==> config.mk <==
export PLATFORM = sky130hd
export DESIGN_NAME = bxm_lookup
export DESIGN_NICKNAME = d
export VERILOG_FILES = /design/src/rtl/bxm_pkg.sv /design/src/rtl/bxm_entry.sv /design/src/rtl/bxm_pick.sv /design/src/rtl/bxm_lookup.sv
export SDC_FILE = /design/constraint.sdc
export NUM_CORES = 1
export LEC_CHECK = 0
export CAP_MARGIN = 10
export CORE_UTILIZATION = 60
export DETAILED_ROUTE_END_ITERATION = 10
export PLACE_DENSITY_LB_ADDON = 0.15
export SLEW_MARGIN = 20
export SYNTH_ARGS = -nofsm -noshare
export SYNTH_HDL_FRONTEND = slang
export SYNTH_SLANG_ARGS = --single-unit
export TNS_END_PERCENT = 30
==> constraint.sdc <==
create_clock -name clk -period 3.65 [get_ports clk]
set_input_delay 0.73 -clock clk [delete_from_list [all_inputs] [get_ports clk]]
set_output_delay 0.73 -clock clk [all_outputs]
set_load 0.02 [all_outputs]
==> src/rtl/bxm_pkg.sv <==
package bxm_pkg;

    localparam int EA_W     = 32;
    localparam int PAGE_LSB = 17;
    localparam int PAGE_W   = EA_W - PAGE_LSB;
    localparam int BL_W     = 11;
    localparam int LBL_W    = 6;

    typedef enum logic [1:0] {
        ACC_LOAD  = 2'd0,
        ACC_STORE = 2'd1,
        ACC_FETCH = 2'd2
    } acc_e;

    typedef struct packed {
        logic r;
        logic w;
        logic x;
    } rights_t;

    typedef struct packed {
        logic            hit;
        logic [EA_W-1:0] pa;
        rights_t         prot;
    } match_t;

    // Rights that an access of a given kind requires.
    function automatic rights_t need_of(acc_e a);
        rights_t n;
        n = '0;
        case (a)
            ACC_LOAD:  n.r = 1'b1;
            ACC_STORE: n.w = 1'b1;
            ACC_FETCH: n.x = 1'b1;
            default:   n = '0;
        endcase
        return n;
    endfunction

    // Rights granted by a key bit and a two-bit protection code.
    function automatic rights_t grant_of(logic key, logic [1:0] pp);
        rights_t g;
        if (!key) begin
            g = (pp == 2'b11) ? 3'b101 : 3'b111;
        end else begin
            case (pp)
                2'b00:   g = 3'b000;
                2'b10:   g = 3'b111;
                default: g = 3'b101;
            endcase
        end
        return g;
    endfunction

    // Standard layout: high nibble always compared, size bits free page bits.
    function automatic logic [EA_W-1:0] std_mask(logic [BL_W-1:0] bl);
        return {{(PAGE_W-BL_W){1'b1}}, ~bl, {PAGE_LSB{1'b0}}};
    endfunction

    // Legacy layout: size field shifted into the page index and cleared there.
    function automatic logic [EA_W-1:0] legacy_mask(logic [LBL_W-1:0] bl);
        logic [EA_W-1:0] sz;
        sz = {{(EA_W-LBL_W){1'b0}}, bl} << PAGE_LSB;
        return {{PAGE_W{1'b1}}, {PAGE_LSB{1'b0}}} & ~sz;
    endfunction

endpackage

==> src/rtl/bxm_entry.sv <==
module bxm_entry
    import bxm_pkg::*;
#(
    parameter bit LEGACY = 1'b0
) (
    input  logic [EA_W-1:0] upper,
    input  logic [EA_W-1:0] lower,
    input  logic [EA_W-1:0] ea,
    input  logic            user,
    output match_t          res
);

    logic            valid;
    logic [EA_W-1:0] mask;
    rights_t         prot;

    generate
        if (LEGACY) begin : g_legacy
            logic unused_bits;
            assign unused_bits = ^{upper[PAGE_LSB-1:4], lower[PAGE_LSB-1:LBL_W+1]};
            always_comb begin
                valid = lower[LBL_W];
                mask  = legacy_mask(lower[LBL_W-1:0]);
                prot  = grant_of(user ? upper[2] : upper[3], upper[1:0]);
            end
        end else begin : g_standard
            logic unused_bits;
            assign unused_bits = ^{upper[PAGE_LSB-1:BL_W+2], lower[PAGE_LSB-1:2]};
            always_comb begin
                valid = user ? upper[0] : upper[1];
                mask  = std_mask(upper[BL_W+1:2]);
                prot  = grant_of(1'b1, lower[1:0]);
            end
        end
    endgenerate

    always_comb begin
        res.hit  = valid && ((ea & mask) == (upper & mask));
        res.pa   = res.hit ? ((lower & mask) | (ea & ~mask)) : '0;
        res.prot = res.hit ? prot : '0;
    end

endmodule

==> src/rtl/bxm_pick.sv <==
module bxm_pick
    import bxm_pkg::*;
#(
    parameter int N = 4
) (
    input  match_t [N-1:0] cand,
    output match_t         win
);

    // Scan from the top so the lowest-numbered hit is written last.
    always_comb begin
        win = '0;
        for (int i = N - 1; i >= 0; i--) begin
            if (cand[i].hit) win = cand[i];
        end
    end

endmodule

==> src/rtl/bxm_lookup.sv <==
module bxm_lookup
    import bxm_pkg::*;
#(
    parameter int ENTRIES = 4,
    parameter bit LEGACY  = 1'b0,
    localparam int IDX_W  = (ENTRIES > 1) ? $clog2(ENTRIES) : 1
) (
    input  logic             clk,
    input  logic             rst,
    input  logic             wr_en,
    input  logic             wr_instr,
    input  logic [IDX_W-1:0] wr_idx,
    input  logic             wr_upper,
    input  logic [EA_W-1:0]  wr_data,
    input  logic             req,
    input  logic [EA_W-1:0]  req_ea,
    input  logic [1:0]       req_acc,
    input  logic             req_user,
    output logic             rsp_valid,
    output logic             rsp_hit,
    output logic             rsp_viol,
    output logic [EA_W-1:0]  rsp_pa,
    output logic [2:0]       rsp_prot
);

    localparam int BANKS = 2;

    logic [EA_W-1:0] up_q [BANKS][ENTRIES];
    logic [EA_W-1:0] lo_q [BANKS][ENTRIES];

    always_ff @(posedge clk) begin
        if (rst) begin
            for (int b = 0; b < BANKS; b++) begin
                for (int i = 0; i < ENTRIES; i++) begin
                    up_q[b][i] <= '0;
                    lo_q[b][i] <= '0;
                end
            end
        end else if (wr_en) begin
            if (wr_upper) up_q[wr_instr][wr_idx] <= wr_data;
            else          lo_q[wr_instr][wr_idx] <= wr_data;
        end
    end

    acc_e acc;
    logic bank;
    assign acc  = acc_e'(req_acc);
    assign bank = (acc == ACC_FETCH);

    match_t [ENTRIES-1:0] cand;

    generate
        for (genvar i = 0; i < ENTRIES; i++) begin : g_ent
            bxm_entry #(.LEGACY(LEGACY)) u_entry (
                .upper (up_q[bank][i]),
                .lower (lo_q[bank][i]),
                .ea    (req_ea),
                .user  (req_user),
                .res   (cand[i])
            );
        end
    endgenerate

    match_t  win;
    rights_t need;
    logic    viol;

    bxm_pick #(.N(ENTRIES)) u_pick (
        .cand (cand),
        .win  (win)
    );

    assign need = need_of(acc);
    assign viol = win.hit && ((need & ~win.prot) != 3'b000);

    always_ff @(posedge clk) begin
        if (rst) begin
            rsp_valid <= 1'b0;
            rsp_hit   <= 1'b0;
            rsp_viol  <= 1'b0;
            rsp_pa    <= '0;
            rsp_prot  <= '0;
        end else begin
            rsp_valid <= req;
            if (req) begin
                rsp_hit  <= win.hit;
                rsp_viol <= viol;
                rsp_pa   <= win.pa;
                rsp_prot <= win.prot;
            end
        end
    end

    assert_valid_follows_req_R9: assert property (@(posedge clk) disable iff (rst)
        req |=> rsp_valid);

    assert_valid_idle_R9: assert property (@(posedge clk) disable iff (rst)
        !req |=> !rsp_valid);

    assert_result_held_R9: assert property (@(posedge clk) disable iff (rst)
        !req |=> $stable({rsp_hit, rsp_viol, rsp_pa, rsp_prot}));

    assert_miss_clean_R8: assert property (@(posedge clk) disable iff (rst)
        (rsp_valid && !rsp_hit) |-> (rsp_pa == '0 && !rsp_viol && rsp_prot == 3'b000));

    assert_granted_covers_need_R7: assert property (@(posedge clk) disable iff (rst)
        (rsp_valid && rsp_hit && !rsp_viol)
        |-> ((need_of(acc_e'($past(req_acc))) & ~rsp_prot) == 3'b000));

    assert_viol_lacks_right_R7: assert property (@(posedge clk) disable iff (rst)
        (rsp_valid && rsp_viol)
        |-> (rsp_hit && ((need_of(acc_e'($past(req_acc))) & ~rsp_prot) != 3'b000)));

endmodule

Yosys cells after proc, flatten, opt, wreduce, memory -nomap -nowiden
Memories as Yosys holds them, arrays and structs flattened.
Index checks and enable logic that the tools add are counted.
{"block": "op_classes", "add_sub_neg": 0, "n_mul": 0, "n_div": 0, "n_lt_le_gt_ge": 2, "n_eq_ne": 10, "shift": 0, "n_mux": 33, "bitwise_logic": 31, "reduce_logical": 14}
{"cell": "2-to-1 mux 128 bit", "n": 6}
{"cell": "bitwise AND 32 bit", "n": 16}
{"cell": "OR reduction 128 bit", "n": 2}
{"cell": "2-to-1 mux 36 bit", "n": 4}
{"cell": "equality test 32 bit", "n": 4}
{"cell": "NOT 32 bit", "n": 4}
{"cell": "OR 32 bit", "n": 4}
{"cell": "demux 32 bit (select 2 bit)", "n": 1}
{"cell": "NOT 11 bit", "n": 4}
{"cell": "2-to-1 mux 32 bit", "n": 1}
{"cell": "one-hot mux 3 bit (2 select lines)", "n": 4}
{"cell": "2-to-1 mux 1 bit", "n": 17}
{"cell": "equality test 2 bit (second input constant)", "n": 5}
{"cell": "logical NOT 2 bit", "n": 5}
{"cell": "logical AND 1 bit", "n": 6}
{"cell": "bitwise AND 3 bit", "n": 1}
{"cell": "greater-or-equal comparator 3 bit (second input constant)", "n": 1}
{"cell": "< comparator 3 x 1 -> 1 bit (second input constant)", "n": 1}
{"cell": "NOT 2 -> 3 bit", "n": 1}
{"cell": "NOT 3 bit", "n": 1}
{"cell": "nonzero test 3 bit", "n": 1}
{"cell": "equality test 2 x 1 -> 1 bit (second input constant)", "n": 1}
{"block": "word_totals", "register_bits": 38, "latchBits": 0, "ram_bits": 512, "rom_bits": 0, "inputBits": 75, "output_inout_bits": 38, "wordCells": 97, "n_memories": 2}
{"memory": "lo_q", "words": 2, "width": 128, "read_ports": 1, "rd_clocked_by_memory_dff": 0, "wr": 2, "line_no": "bxm_lookup.sv:29", "rtl": "logic [EA_W-1:0] lo_q [BANKS][ENTRIES];"}
{"memory": "up_q", "words": 2, "width": 128, "read_ports": 1, "rd_clocked_by_memory_dff": 0, "wr": 2, "line_no": "bxm_lookup.sv:28", "rtl": "logic [EA_W-1:0] up_q [BANKS][ENTRIES];"}

Logic depth before layout (Yosys ltp)
An unclocked memory read counts as a cell.
{"block": "depth", "depth_word": 14, "depth_mapped": 13, "ltp_nobuf": 8}

Modules after synthesis
A second synthesis with hierarchy kept.
{"block": "hier_totals", "cells_unflattened": 1878, "area_unflattened_um2": 26887.0}
{"mod": "bxm_lookup", "instances": 1, "cells_per_inst": 1419, "area_per_inst_um2": 22770.6}
{"mod": "bxm_entry", "instances": 4, "cells_per_inst": 82, "area_per_inst_um2": 728.2}
{"mod": "bxm_pick", "instances": 1, "cells_per_inst": 131, "area_per_inst_um2": 1203.7}

Least setup slack after synthesis
OpenSTA, ideal clock, no wires.
{"block": "synth_timing", "kind": "input port to flip-flop", "start": "in req_ea[18]", "end": "reg rsp_pa[18]", "setup_ps": 122, "arrival_ps": 2837, "path_slack_ps": 691, "path_stages": 9, "n_path_buf": 1, "cell_sequence": "clkbuf_1 xnor2_1 o22ai_1 or4b_1 and2_1 or4_1 nor3_2 o31a_1 nor3_2"}
{"block": "synth_via", "elab_chain_len": 7, "elab_cells_between_ends": 24, "classes_between": "eq/ne: 4; mux: 4; bitwise: 12; reduce/logical: 4"}
{"item": "start: declaration", "line_no": "bxm_lookup.sv:16", "rtl": "input logic [EA_W-1:0] req_ea,"}
{"item": "bitwise AND 32 bit", "line_no": "bxm_entry.sv:38", "rtl": "res.hit = valid && ((ea & mask) == (upper & mask));"}
{"item": "equality test 32 bit", "line_no": "bxm_entry.sv:38"}
{"item": "logical AND 1 bit", "line_no": "bxm_entry.sv:38"}
{"item": "2-to-1 mux 36 bit (3 in a row)", "line_no": "bxm_pick.sv:14", "rtl": "if (cand[i].hit) win = cand[i];"}
{"item": "2-to-1 mux 36 bit (*)", "line_no": "bxm_pick.sv:14"}
{"item": "end signal: assignment", "line_no": "bxm_lookup.sv:88", "rtl": "rsp_pa <= win.pa;"}
{"item": "end: declaration", "line_no": "bxm_lookup.sv:22", "rtl": "output logic [EA_W-1:0] rsp_pa,"}
Mark *: on every way between the ends. The rest lies on a longest branch, timed or not.
A chain may end at the register's enable or synchronous reset.

Final worst setup path
{"block": "layout_timing", "start": "in req_acc[0]", "end": "reg rsp_pa[21]"}
{"block": "layout_via", "elab_chain_len": 10, "elab_cells_between_ends": 47, "classes_between": "eq/ne: 5; mux: 8; bitwise: 28; reduce/logical: 4; memory: 2"}
{"item": "start: declaration", "line_no": "bxm_lookup.sv:17", "rtl": "input logic [1:0] req_acc,"}
{"item": "equality test 2 bit (*)", "line_no": "bxm_lookup.sv:48", "rtl": "assign bank = (acc == ACC_FETCH);"}
{"item": "memory (2 x 128 bit)"}
{"item": "NOT 11 bit", "line_no": "bxm_pkg.sv:57", "rtl": "return {{(PAGE_W-BL_W){1'b1}}, ~bl, {PAGE_LSB{1'b0}}};"}
{"item": "bitwise AND 32 bit / NOT 32 bit (equally long branches)", "line_no": "bxm_entry.sv:38, bxm_entry.sv:39"}
{"item": "equality test 32 bit / bitwise AND 32 bit (equally long branches)", "line_no": "bxm_entry.sv:38, bxm_entry.sv:39"}
{"item": "logical AND 1 bit / OR 32 bit (equally long branches)", "line_no": "bxm_entry.sv:38, bxm_entry.sv:39"}
{"item": "2-to-1 mux 36 bit (3 in a row)", "line_no": "bxm_pick.sv:14"}
{"item": "2-to-1 mux 36 bit (*)", "line_no": "bxm_pick.sv:14"}
Marked as above.

==> reports/metrics.csv <==
stage,metric,value,unit
outcome,status,completed,
sta,Final min period,3.50,ns
sta,Worst Tran Pin Value,1.04,ns
power,Power Density,472,nW/µm²
grt,first-pass GRT wire length,90300,µm
worst_setup_path,CP most frequent cell,buf_4,
power,total power,0.0108,W
synth,Post-Syn Instances,1627,
cells_and_area,final-layout fill cell count,2062,
die,Top Ports,113,
synth,largest family of logic cells by synthesized area,simple AND/OR/NAND/NOR gates,
synth,Synth Area in Simple Gates,22.7,%
power,sw frac,24.3,%
power,Switch Pwr,0.00263,W
synth,"EDFF count, synth",360,
placed_design,PortBufs,108,
route,First DRT Iteration DRCs,2213,
grt,final global-route overflow total,0,
route,Wirelength per Cell,27.4,µm
worst_setup_path,Worst EP required,4.06,ns
synth,sequential share of the synthesized area,60.8,%
cts,later-pin clock latency in the skew report,0.55,ns
die,total die area,32400,µm²
cells_and_area,Final #Nets,1897,
power,Leakage,8.13,nW
die,die width,180,µm
sta,final hold vios,0,
sta,relative slew slack,30.6,%
sta,Highest Clock Rate,0.286,GHz
cts,"Reg clk slew, reported paths",0.06,ns
worst_setup_path,crit path capture type,register,
placed_design,Placed Cells,2173,
route,detailed-route wire length,61600,µm
worst_setup_path,worst path cell trace,clkdlybuf4s50_1 -> buf_4 -> buf_4 -> and4bb_2 -> a311o_1 -> a222oi_1 -> and4_1 -> nand2_1 -> buf_4 -> o21ai_0 -> nor3_2,
cells_and_area,final cell count without fillers,2251,
synth,XOR/XNOR share of the synthesized area,3.00,%
die,Core Box Area,30900,µm²
worst_setup_path,critical path arrival,3.91,ns
synth,#FFs+latches synth,397,
worst_setup_path,CP max stage cell,clkdlybuf4s50_1,
power,Clk pwr share,39.3,%
grt,vias in the first global route,14400,
grt,largest net degree at the start of global routing,43,
cts,clk sinks,397,
sta,setup_tns,0,ns
synth,mux contribution to synthesized area,1.25,%
route,vias per inst,6.62,
route,DR pass1 iterations,6,
worst_setup_path,startpoint types,input port,
grt,antenna violations before repair,2,
cts,Inserted Clock Buffers,41,
cts,CTS tree,done,
power,internal power,0.00817,W
sta,Setup Viol. Count Final,0,
synth,adder-cell area share of the yosys netlist,0,%
cells_and_area,layout cell share with drive strength beyond 1,15.7,%
die,Std-Cell Rows,64,
synth,Syn Area/Cell,11.7,µm²
grt,GRT Total Usage,38.1,%
cells_and_area,most frequent cells in the layout,"360 x edfxtp_1, 273 x and2_1, 152 x buf_4",
cells_and_area,"most common cell after layout, fill and taps aside",edfxtp_1,
synth,Synth Area in Compound Gates,8.72,%
synth,ys async rst share,0,%
synth,"Warnings, synthesis",0,
die,Starting Density,61.5,%
route,"antenna viol nets, final",0,
min_path,Hold/Removal Path Class,register to register,
placed_design,DP HPWL,42200,µm
cells_and_area,# diodes,0,
cts,H-tree levels,2,
route,Via Count,14900,
synth,Post-Syn Area,19000,µm²
sta,RSZ-0062 raised after global routing,no,
sta,Fin Clk Skew,0.0214,ns
cts,hold-fix buffers at CTS,0,
die,die height,180,µm
power,VDD IR-drop max,0.343,mV
cells_and_area,Area Overhead vs Synth,20.3,%
sta,period utilization,95.9,%
job,Max-Cap Viols,0,
route,Remaining DRCs,0,
power,share of power burned in registers,50.0,%
placed_design,Routability Congestion,0.990,
cts,Clock Root Buffer,clkbuf_16,
synth,syn nets,1702,
worst_setup_path,crit path max fanout,10,
worst_setup_path,CP max stage delay,0.55,ns
synth,Most used DFF post-synth,edfxtp_1,
power,combinational share of power,10.7,%
cts,Clock Tree Buf Depth,3,
sta,Slew Limit Fails,0,
worst_setup_path,worst setup path category,input port to register,
synth,post-synth cell types,88,
[per-stage QoR]
stage	worst slack [ns]	hold slack, ns	area, µm²	util [%]
2_1_floorplan	0.691	0.528	19000	-
3_3_place_gp	-0.358	0.441	21500	69.5
3_5_place_dp	-0.400	0.445	21500	69.5
4_1_cts	0.0743	0.459	22800	73.9
5_1_grt	0.0676	0.486	22900	74.0
6_report	0.151	0.455	22900	74.0
[sequential cells by signal, summed over array words and instances (netlist names)]
| name | cells |
|---|---|
| lo_q | 136 |
| rsp_hit | 1 |
| rsp_pa | 32 |
| rsp_prot | 2 |
| rsp_valid | 1 |
| rsp_viol | 1 |
| up_q | 224 |
[repair_timing]
item	CTS	global route
buffers inserted	0	2
endpoints found under the hold margin	0	0
resized for setup	0	3
endpoints found under the setup margin	0	5
[cell type report]
class | count | area (µm²) | share of cell area [%]
repair buffers | 276 | 2540 | 11.1
clock inverters | 19 | 196 | 0.859
multi-input cells | 1085 | 6860 | 30.0
well taps | 396 | 495 | 2.17
flip-flops and latches | 397 | 11600 | 50.5
inverters | 21 | 78.8 | 0.345
clock buffers | 57 | 1150 | 5.02
[power by group through the flow]
| stage | clock (W) | combinational, W | sequential, W |
|---|---|---|---|
| finish | 0.00424 | 0.00116 | 0.00540 |
| CTS | 0.00424 | 0.00112 | 0.00539 |
| detailed placement | 0 | 0.00111 | 0.00548 |
| floorplan | 0 | 0.000582 | 0.00542 |
| global placement | 0 | 0.00109 | 0.00547 |
| global route | 0.00443 | 0.00120 | 0.00541 |
[synth_stat cells (5+ instances only)]
library cell    n  area [µm²]
and2_1        273        1710
edfxtp_1      360       10800
o31ai_1        11        82.6
nand2_1       149         559
xnor2_1        60         526
o221ai_1        5        43.8
xor2_1          5        43.8
nor2b_1         5        31.3
or2_2          11        68.8
nand3b_1        8        60.1
o311ai_0        6        52.6
o32ai_1         5        43.8
nor2_1         51         191
buf_6           6        67.6
mux2i_1        17         170
o211ai_1       14         105
a221oi_1        7        61.3
a21oi_1        71         355
buf_2          16        80.1
dfxtp_1        37         741
o31a_1          6        52.6
a211oi_1       11        82.6
buf_1          13        48.8
inv_1          21        78.8
or4b_1          6        60.1
nor3b_1        22         165
buf_4           5        37.5
nor3_1        133         666
a31oi_1         5        31.3
o22ai_1        15        93.8
nor4_1         16         100
or3_1           8        50.1
a2bb2oi_1       5        43.8
clkbuf_1       81         304
nand2b_1        8        50.1
nand3_1        24         120
o21ai_0        28         140
nor4b_1         6        52.6
nor3_2          8        80.1
[routing by layer]
layer	vias to the layer above	global-route usage (%)	share of wire, %
li1	6338	-	-
met1	7181	52.0	37
met2	1152	59.0	45
met3	219	6.81	12
met4	2	19.6	5.6
met5	-	0	0.026
[cells by family (layout without fill, tap and decap cells)]
logic type | count (synthesis) | after routing
simple gates | 762 | 762
flops | 397 | 397
compound gates | 237 | 237
buf+inv | 145 | 373
xor+xnor | 65 | 65
mux | 21 | 21
[worst paths after layout]
check / start / to / slack, ns / cells after the start
hold reg to reg: rsp_hit / rsp_hit / 0.46 / 1
setup / recovery: req_acc[0] / rsp_pa[21] / 0.15 / 11
setup reg to reg: up_q[1][82] / rsp_pa[21] / 0.72 / 10
hold / removal: rsp_hit / rsp_hit / 0.46 / 1
[worst max-delay path: cells and delay by family]
kind / cells / cell delay (ns)
buf+inv: 4 / 1.25
compound gates: 3 / 1.04
simple gates: 4 / 0.89
Note: power is estimated with default switching activity, not from simulation.
